## src/rtl/rt_pkg.sv

```systemverilog
package rt_pkg;

  typedef enum logic [2:0] {
    ST_ITI   = 3'd0,
    ST_READY = 3'd1,
    ST_SPUR  = 3'd2,
    ST_FORE  = 3'd3,
    ST_STIM  = 3'd4,
    ST_WAIT  = 3'd5,
    ST_HIT   = 3'd6,
    ST_MISS  = 3'd7
  } step_t;

  // maximal-length 16-bit shift with taps 16,14,13,11
  function automatic logic [15:0] lfsr_step(input logic [15:0] v);
    return {v[14:0], v[15] ^ v[13] ^ v[12] ^ v[10]};
  endfunction

  // map a 16-bit random value onto [fmin, fmin+span-1]
  function automatic logic [15:0] fp_scale(input logic [15:0] g,
                                           input logic [15:0] fmin,
                                           input logic [15:0] span);
    logic [31:0] prod;
    prod = {16'd0, g} * {16'd0, span};
    return fmin + prod[31:16];
  endfunction

endpackage

```

## src/rtl/rt_timer.sv

```systemverilog
module rt_timer #(
  parameter int unsigned W = 16
) (
  input  logic         clk,
  input  logic         rst,
  input  logic         load,
  input  logic         run,
  input  logic [W-1:0] load_val,
  output logic         done
);
  logic [W-1:0] cnt;

  always_ff @(posedge clk) begin
    if (rst || load)          cnt <= load_val;
    else if (run && cnt != '0) cnt <= cnt - 1'b1;
  end

  assign done = (cnt == '0);

  a_r2_timer_holds: assert property (@(posedge clk) disable iff (rst)
    (!load && !run) |=> $stable(cnt));
endmodule

```

## src/rtl/rt_lfsr.sv

```systemverilog
module rt_lfsr import rt_pkg::*; #(
  parameter logic [15:0] SEED = 16'hACE1
) (
  input  logic        clk,
  input  logic        rst,
  input  logic        adv,
  output logic [15:0] value
);
  always_ff @(posedge clk) begin
    if (rst)      value <= SEED;
    else if (adv) value <= lfsr_step(value);
  end

  a_r6_never_zero: assert property (@(posedge clk) disable iff (rst)
    value != 16'd0);
endmodule

```

## src/rtl/rt_latency.sv

```systemverilog
module rt_latency #(
  parameter int unsigned W = 4
) (
  input  logic         clk,
  input  logic         rst,
  input  logic         clr,
  input  logic         inc,
  output logic [W-1:0] value
);
  localparam logic [W-1:0] MAXV = '1;

  always_ff @(posedge clk) begin
    if (rst || clr)                value <= '0;
    else if (inc && value != MAXV) value <= value + 1'b1;
  end

  a_r9_saturates: assert property (@(posedge clk) disable iff (rst)
    (inc && !clr && value == MAXV) |=> value == MAXV);
endmodule

```

## src/rtl/rt_trial_ctrl.sv

```systemverilog
module rt_trial_ctrl import rt_pkg::*; #(
  parameter int unsigned ITI_CYC   = 12,
  parameter int unsigned FP_MIN    = 4,
  parameter int unsigned FP_MAX    = 19,
  parameter int unsigned LH_CYC    = 20,
  parameter int unsigned RT_W      = 4,
  parameter int unsigned CNT_W     = 8,
  parameter logic [15:0] LFSR_SEED = 16'hACE1
) (
  input  logic             clk,
  input  logic             rst,
  input  logic             sw_closed,
  output logic             tone,
  output logic             light,
  output logic             feeder,
  output logic [CNT_W-1:0] hits,
  output logic [CNT_W-1:0] misses,
  output logic [RT_W-1:0]  rt_result,
  output logic [2:0]       step
);
  localparam int unsigned TMR_W   = 16;
  localparam logic [15:0] FP_LO   = 16'(FP_MIN);
  localparam logic [15:0] FP_SPAN = 16'(FP_MAX - FP_MIN + 1);

  step_t st, st_nxt;
  logic [15:0]     gen;
  logic [15:0]     fp_len;
  logic [RT_W-1:0] lat;
  logic iti_done, fp_done, lh_done;

  // named events
  logic ev_spur, ev_iti_end, ev_release, ev_expire, trial_end;
  assign ev_spur    = (st == ST_ITI)  &&  sw_closed;
  assign ev_iti_end = (st == ST_ITI)  && !sw_closed && iti_done;
  assign ev_release = (st == ST_WAIT) && !sw_closed;
  assign ev_expire  = (st == ST_WAIT) &&  sw_closed && lh_done;
  assign trial_end  = (st == ST_HIT)  || (st == ST_MISS);

  assign fp_len = fp_scale(gen, FP_LO, FP_SPAN);

  rt_timer #(.W(TMR_W)) u_iti (
    .clk(clk), .rst(rst), .load(st != ST_ITI), .run(st == ST_ITI),
    .load_val(TMR_W'(ITI_CYC - 1)), .done(iti_done));

  rt_timer #(.W(TMR_W)) u_fore (
    .clk(clk), .rst(rst), .load(st != ST_FORE), .run(st == ST_FORE),
    .load_val(fp_len - 16'd1), .done(fp_done));

  rt_timer #(.W(TMR_W)) u_hold (
    .clk(clk), .rst(rst), .load(st != ST_WAIT), .run(st == ST_WAIT),
    .load_val(TMR_W'(LH_CYC - 1)), .done(lh_done));

  rt_lfsr #(.SEED(LFSR_SEED)) u_gen (
    .clk(clk), .rst(rst), .adv(trial_end), .value(gen));

  rt_latency #(.W(RT_W)) u_lat (
    .clk(clk), .rst(rst), .clr(st == ST_STIM), .inc(st == ST_WAIT),
    .value(lat));

  always_comb begin
    st_nxt = st;
    unique case (st)
      ST_ITI:   if (ev_spur) st_nxt = ST_SPUR;
                else if (ev_iti_end) st_nxt = ST_READY;
      ST_READY: if (sw_closed) st_nxt = ST_FORE;
      ST_SPUR:  st_nxt = ST_ITI;
      ST_FORE:  if (fp_done) st_nxt = ST_STIM;
      ST_STIM:  st_nxt = ST_WAIT;
      ST_WAIT:  if (ev_release) st_nxt = ST_HIT;
                else if (ev_expire) st_nxt = ST_MISS;
      ST_HIT:   st_nxt = ST_ITI;
      ST_MISS:  st_nxt = ST_ITI;
      default:  st_nxt = ST_ITI;
    endcase
  end

  always_ff @(posedge clk) begin
    if (rst) begin
      st        <= ST_ITI;
      hits      <= '0;
      misses    <= '0;
      rt_result <= '0;
    end else begin
      st <= st_nxt;
      if (st == ST_HIT) begin
        hits      <= hits + 1'b1;
        rt_result <= lat;
      end
      if (st == ST_MISS) misses <= misses + 1'b1;
    end
  end

  assign tone   = (st == ST_READY);
  assign light  = (st == ST_STIM) || (st == ST_WAIT);
  assign feeder = (st == ST_HIT);
  assign step   = st;


  a_r2_iti_exit: assert property (@(posedge clk) disable iff (rst)
    ev_iti_end |=> step == 3'd1);

  a_r3_spurious: assert property (@(posedge clk) disable iff (rst)
    ev_spur |=> step == 3'd2);
  a_r3_back: assert property (@(posedge clk) disable iff (rst)
    (step == 3'd2) |=> (step == 3'd0) && !iti_done);

  a_r4_tone_rise: assert property (@(posedge clk) disable iff (rst)
    $rose(tone) |-> $past(step) == 3'd0);

  a_r5_fore_holds: assert property (@(posedge clk) disable iff (rst)
    (step == 3'd3 && !fp_done) |=> step == 3'd3);

  a_r6_gen_stable: assert property (@(posedge clk) disable iff (rst)
    !trial_end |=> $stable(gen));

  a_r7_stim_once: assert property (@(posedge clk) disable iff (rst)
    (step == 3'd4) |=> (step == 3'd5) && light);

  a_r8_release_wins: assert property (@(posedge clk) disable iff (rst)
    ev_release |=> feeder);

  a_r9_hit_count: assert property (@(posedge clk) disable iff (rst)
    feeder |=> hits == $past(hits) + 1'b1);

  a_r10_miss_count: assert property (@(posedge clk) disable iff (rst)
    (step == 3'd7) |=> (misses == $past(misses) + 1'b1) && $stable(rt_result));

  a_r11_return: assert property (@(posedge clk) disable iff (rst)
    (step == 3'd6 || step == 3'd7) |=> step == 3'd0);
endmodule

```

## config.mk

```make
export PLATFORM = sky130hd
export DESIGN_NAME = rt_trial_ctrl
export DESIGN_NICKNAME = d
export VERILOG_FILES = /design/src/rtl/rt_pkg.sv /design/src/rtl/rt_timer.sv /design/src/rtl/rt_lfsr.sv /design/src/rtl/rt_latency.sv /design/src/rtl/rt_trial_ctrl.sv
export SDC_FILE = /design/constraint.sdc
export NUM_CORES = 1
export LEC_CHECK = 0
export ABC_CLOCK_PERIOD_IN_PS = 2460
export BUFFER_PORTS_ARGS = -buffer_cell sky130_fd_sc_hd__buf_2
export CORE_ASPECT_RATIO = 1.1
export CORE_MARGIN = 1
export CORE_UTILIZATION = 45
export CTS_CLUSTER_DIAMETER = 30
export DETAILED_ROUTE_END_ITERATION = 10
export MAX_ROUTING_LAYER = met4
export PLACE_DENSITY = 0.73
export SYNTH_ARGS = -nofsm -noshare
export SYNTH_HDL_FRONTEND = slang
export SYNTH_SLANG_ARGS = --single-unit
```

## constraint.sdc

```tcl
create_clock -name clk -period 2.46 [get_ports clk]
set_input_delay 0.246 -clock clk [delete_from_list [all_inputs] [get_ports clk]]
set_output_delay 0.246 -clock clk [all_outputs]
set_load 0.02 [all_outputs]
```

After elaboration in Yosys (flattened, before gate mapping)
Index checks and enable logic that the tools add are counted.

word-level totals
  input port bits = 3
  logic and storage cells = 71
  output and inout bits = 26
  register bits after elaboration = 91

operators by class
  bitwise logic cells = 3
  $add $sub $neg = 8
  eq/ne operators = 14
  reduce and logical (&&, ||, !) cells = 28
  muxes and demuxes = 9

operators by type and width
  operator                                                                  number
  16-bit zero test                                                          3
  16-bit nonzero test                                                       3
  16-bit by 1-bit subtractor with 16-bit output (second input constant)     3
  16-bit two-way mux                                                        2
  3-bit two-way mux                                                         6
  3-bit case mux with 6 select lines                                        1
  8-bit by 1-bit adder with 8-bit output (second input constant)            2
  3-bit == test (second input constant)                                     4
  1-bit logical AND                                                         10
  3-bit inequality test (second input constant)                             3
  3-bit by 2-bit == test with 1-bit output (second input constant)          2
  1-bit logical OR                                                          6
  5-bit by 1-bit subtractor with 6-bit output (second input constant)       1
  3-bit by 4-bit adder with 5-bit output (first input constant)             1
  4-bit by 1-bit adder with 4-bit output (second input constant)            1
  2-bit inequality test (second input constant)                             2
  4-bit inequality test (second input constant)                             1
  4-bit AND reduction                                                       1
  3-bit by 1-bit == test with 1-bit output (second input constant)          1
  3-bit zero test                                                           1
  3-bit by 2-bit inequality test with 1-bit output (second input constant)  1
  3-bit nonzero test                                                        1
  3-bit OR reduction                                                        1
  1-bit XOR                                                                 3
  2 further kinds                                                           2

Longest topological paths before layout
  word-level depth = 6
  gate-level depth with buffers = 7

Cells and area by module
From an unflattened synthesis, not the netlist that was laid out.

second synthesis, totals
  cells, all modules = 495
  area, all modules = 4,835.9 µm²

modules (own cells, without submodules)
  module         times used  area an instance (µm²)  cells an instance
  rt_timer       3           952.2                   93
  rt_trial_ctrl  1           1,149.9                 140
  rt_lfsr        1           619.3                   55
  rt_latency     1           210.2                   21

Least setup slack after synthesis
Ideal clock, no wire load.

  path type = register -> register
  start point = reg st[1], in the netlist step[1]
  end point = reg u_fore.cnt[0], enable pin
  arrival = 1.724 ns
  path buffers = 1
  required time = 2.127 ns
  setup time = 0.333 ns
  setup slack = 0.403 ns
  cell stages (with the launch flop) = 5
  path through = dfxtp_1 -> clkbuf_1 -> and3b_1 -> nand2b_1 -> or3_1

between the ends
  longest elaborated chain between the ends = 3

RTL lines
  what                                                                                                                 line                            source
  start, declared                                                                                                      rt_trial_ctrl.sv:25             step_t st, st_nxt;
  start signal, assigned                                                                                               rt_trial_ctrl.sv:84             st <= st_nxt;
  3-bit by 2-bit == test with 1-bit output / 3-bit by 2-bit inequality test with 1-bit output (equally long branches)  rt_trial_ctrl.sv:46             .clk(clk), .rst(rst), .load(st != ST_FORE), .run(st == ST_FORE),
  1-bit logical AND / 1-bit logical OR (equally long branches)                                                         rt_timer.sv:15, rt_timer.sv:14
  2-bit nonzero test (no line) *                                                                                       n/a
  end signal, assigned                                                                                                 rt_timer.sv:14                  if (rst || load) cnt <= load_val;
  end signal, assigned                                                                                                 rt_timer.sv:15                  else if (run && cnt != '0) cnt <= cnt - 1'b1;
  end, declared                                                                                                        rt_timer.sv:11                  logic [W-1:0] cnt;

Every way passes the cells marked *; elsewhere a longest branch is shown, timed or not.
A chain may end at the register's enable or synchronous reset.

Worst setup path after layout
  start point = reg u_iti.cnt[0]
  end point = reg u_iti.cnt[8]

between the ends
  longest elaborated chain between the ends = 2

RTL lines
  what                                                                                   line
  start, declared                                                                        rt_timer.sv:11
  start signal, assigned                                                                 rt_timer.sv:14
  start signal, assigned                                                                 rt_timer.sv:15
  branches (longest 2 deep; another with 16-bit by 1-bit subtractor with 16-bit output)  n/a

Parallel ways; which one is timed is not known.

==> impl_metrics.env <==
export IMPL_tightest_slew_ns=0.688
export IMPL_grt_overflow_total=0
export IMPL_crit_chain="inv_1, ha_1, nor3b_1, and4_1, or3b_1, mux2i_1"
export IMPL_leakage_nw=1.89
export IMPL_syn_num_nets=531
export IMPL_initial_core_util=0.473
export IMPL_holdBufCountCts=0
export IMPL_numPortBuffers=28
export IMPL_fin_skew_ns=0.0119
export IMPL_remaining_drc_errors=0
export IMPL_dp_hpwl_um=6480
export IMPL_slowest_delay_ns=0.59
export IMPL_path_max_fanout=15
export IMPL_yosysWarnings=0
export IMPL_final_antenna_net_count=0
export IMPL_areaGrowthSynthToFinish_pct=10.3
export IMPL_yosysTopAreaCellShare=0.333
export IMPL_wl_per_cell_um=14.0
export IMPL_dr_pass1_iters=4
export IMPL_fp_dieH_um=107
export IMPL_hold_viol_final=0
export IMPL_insertedDiodeCount=0
export IMPL_drive_gt1_frac=0.120
export IMPL_nets=556
export IMPL_cts_setup_buffers=0
export IMPL_grt_pass1_vias=3616
export IMPL_ir_drop_v=0.000240
export IMPL_routed_wl_um=9360
export IMPL_dpl_cell_area_um2=4780
export IMPL_synthCells=519
export IMPL_relSlewSlack=0.541
export IMPL_cts_resized=0
export IMPL_seqCellArea_um2=1980
export IMPL_die_w_um=97.4
export IMPL_antenna_found_initial=0
export IMPL_clock_root_buffer="clkbuf_8"
export IMPL_status="complete, no violations"
export IMPL_maxCapViolations=0
export IMPL_clock_path_buffers=2
export IMPL_vias_per_cell=5.73
export IMPL_fillers=879
export IMPL_setup_viol=0
export IMPL_htreeDepth=3
export IMPL_cts_buffers=9
export IMPL_min_period_ns=2.05
export IMPL_gp_congestion=0.850
export IMPL_hp_class="in2reg"
export IMPL_finalMaxSlewViolations=0
export IMPL_io_pin_count=29
export IMPL_multi_input_area_um2=2380
export IMPL_core_area_um2=9540
export IMPL_grt_total_usage=0.195
export IMPL_critPathKind="reg2reg"
export IMPL_synth_edf_count=16
export IMPL_rsz0062_at_grt="no"
export IMPL_slowest_stage="and4_1"
export IMPL_cts_reportedPaths_clkPinSlew_ns=0.10
export IMPL_netlist_cell_type_count=51
export IMPL_grt_pass1_wl_um=16500
export IMPL_ys_seq_area_frac=0.440
export IMPL_clock_sinks=91
export IMPL_layout_common_cells="dfxtp_1, nand2_1, nor2_1"
export IMPL_ys_flop_type="dfxtp_1"
export IMPL_power_density_nw_per_um2=526
export IMPL_period_share=0.834
export IMPL_worst_setup_path_end_kind="flip-flop"
export IMPL_async_reset_ff_frac=0
export IMPL_max_freq_mhz=487
export IMPL_design_area_um2=4980
export IMPL_rows=37
export IMPL_dieArea_um2=10400
export IMPL_syn_avg_cell_area_um2=8.69
export IMPL_synth_seq_cells=91
export IMPL_worstPathArrival_ns=2.35
export IMPL_cts_tree="done"
export IMPL_drtIter0Drc=243
export IMPL_netlist_area_um2=4510
export IMPL_finalCoreUtilization=0.522
export IMPL_setup_tns_final_ns=0
export IMPL_clk_latency_ns=0.36
export IMPL_final_common_cell="dfxtp_1"
export IMPL_synth_top_cell_by_area="dfxtp_1"
export IMPL_grt_max_degree=27
export IMPL_required_ns=2.76
export IMPL_synth_area_leaders="dfxtp_1, edfxtp_1, nand2_1"
export IMPL_startpoint_type="flip-flop"
export IMPL_vias=3816
-- worst paths after layout --
check | startpoint | to | slack (ns) | cells after the start
max | u_iti.cnt[0] | u_iti.cnt[8] | 0.41 | 6
min | sw_closed | step[1] | 0.23 | 4
max reg2reg | u_iti.cnt[0] | u_iti.cnt[8] | 0.41 | 6
min reg2reg | u_gen.value[3] | u_gen.value[4] | 0.46 | 2
-- cells in the mapped netlist (all sizes together), types with 9 or more instances --
| library cell | n |
|---|---|
| nand3b | 13 |
| nor3 | 16 |
| o21ai | 23 |
| nand3 | 17 |
| or3 | 10 |
| edfxtp | 16 |
| mux2i | 12 |
| nor4 | 15 |
| clkbuf | 18 |
| xor2 | 14 |
| inv | 11 |
| xnor2 | 16 |
| ha | 9 |
| nor2 | 51 |
| a21oi | 39 |
| or4 | 12 |
| nand4 | 16 |
| nand2 | 64 |
| dfxtp | 75 |
| nand2b | 13 |
-- critical path, delay by kind of cell, from the launching register on --
kind / cells / cell delay, ns
mux: 1 / 0.17
flops: 1 / 0.34
buf+inv: 1 / 0.08
simple gates: 3 / 1.20
fa+ha+maj: 1 / 0.21
-- kinds of logic (layout without fill, tap and decap cells) --
| family | count (synthesis) | in the layout | synth area share |
|---|---|---|---|
| DFF | 91 | 91 | 0.440 |
| adders and majority gates | 9 | 9 | 0.0250 |
| xor gates and xnor gates | 30 | 30 | 0.0583 |
| buffers and inverters | 37 | 67 | 0.0330 |
| and+or+nand+nor | 257 | 257 | 0.312 |
| muxes | 12 | 12 | 0.0266 |
| AOI/OAI and AO/OA | 83 | 83 | 0.105 |
-- where the power goes --
group          switching [mW]  leakage [nW]  internal [mW]
combinational          0.0699          1.01         0.0357
sequential             0.0107         0.790           1.52
clock                   0.592        0.0959          0.394
-- sequential cells by signal, summed over array words and instances (netlist names) --
register     cells
u_fore.cnt      16
u_gen.value     16
u_hold.cnt      16
u_iti.cnt       16
hits             8
misses           8
rt_result        4
u_lat.value      4
step             3
-- routing by layer --
metal | GRT usage | up-vias | part of all wire | wire (um)
li1 | - | 1915 | - | -
met5 | - | - | 0 | 0
met3 | 0.0274 | 20 | 0.040 | 370
met4 | 0.0788 | 0 | 0.021 | 193
met2 | 0.310 | 93 | 0.47 | 4380
met1 | 0.253 | 1788 | 0.47 | 4410
-- per-stage QoR --
stage	hold WS, ns	power, mW	instances	worst slack (ns)
finish	0.231	2.62	666	0.408
detailed placement	0.444	1.66	650	0.455
global placement	0.437	1.66	650	0.522
CTS	0.227	2.64	666	0.439
floorplan	0.401	1.63	519	0.403
global route	0.261	2.72	666	0.216
-- area by class of cell --
type,count,share of cell area
Clock buffer,9,0.0249
Sequential cell,91,0.398
Timing Repair Buffer,40,0.0463
Tap cell,117,0.0294
Clock inverter,7,0.0136
Multi-Input combinational cell,391,0.479
Inverter,11,0.00830
Note: power is estimated with default switching activity, not from simulation.
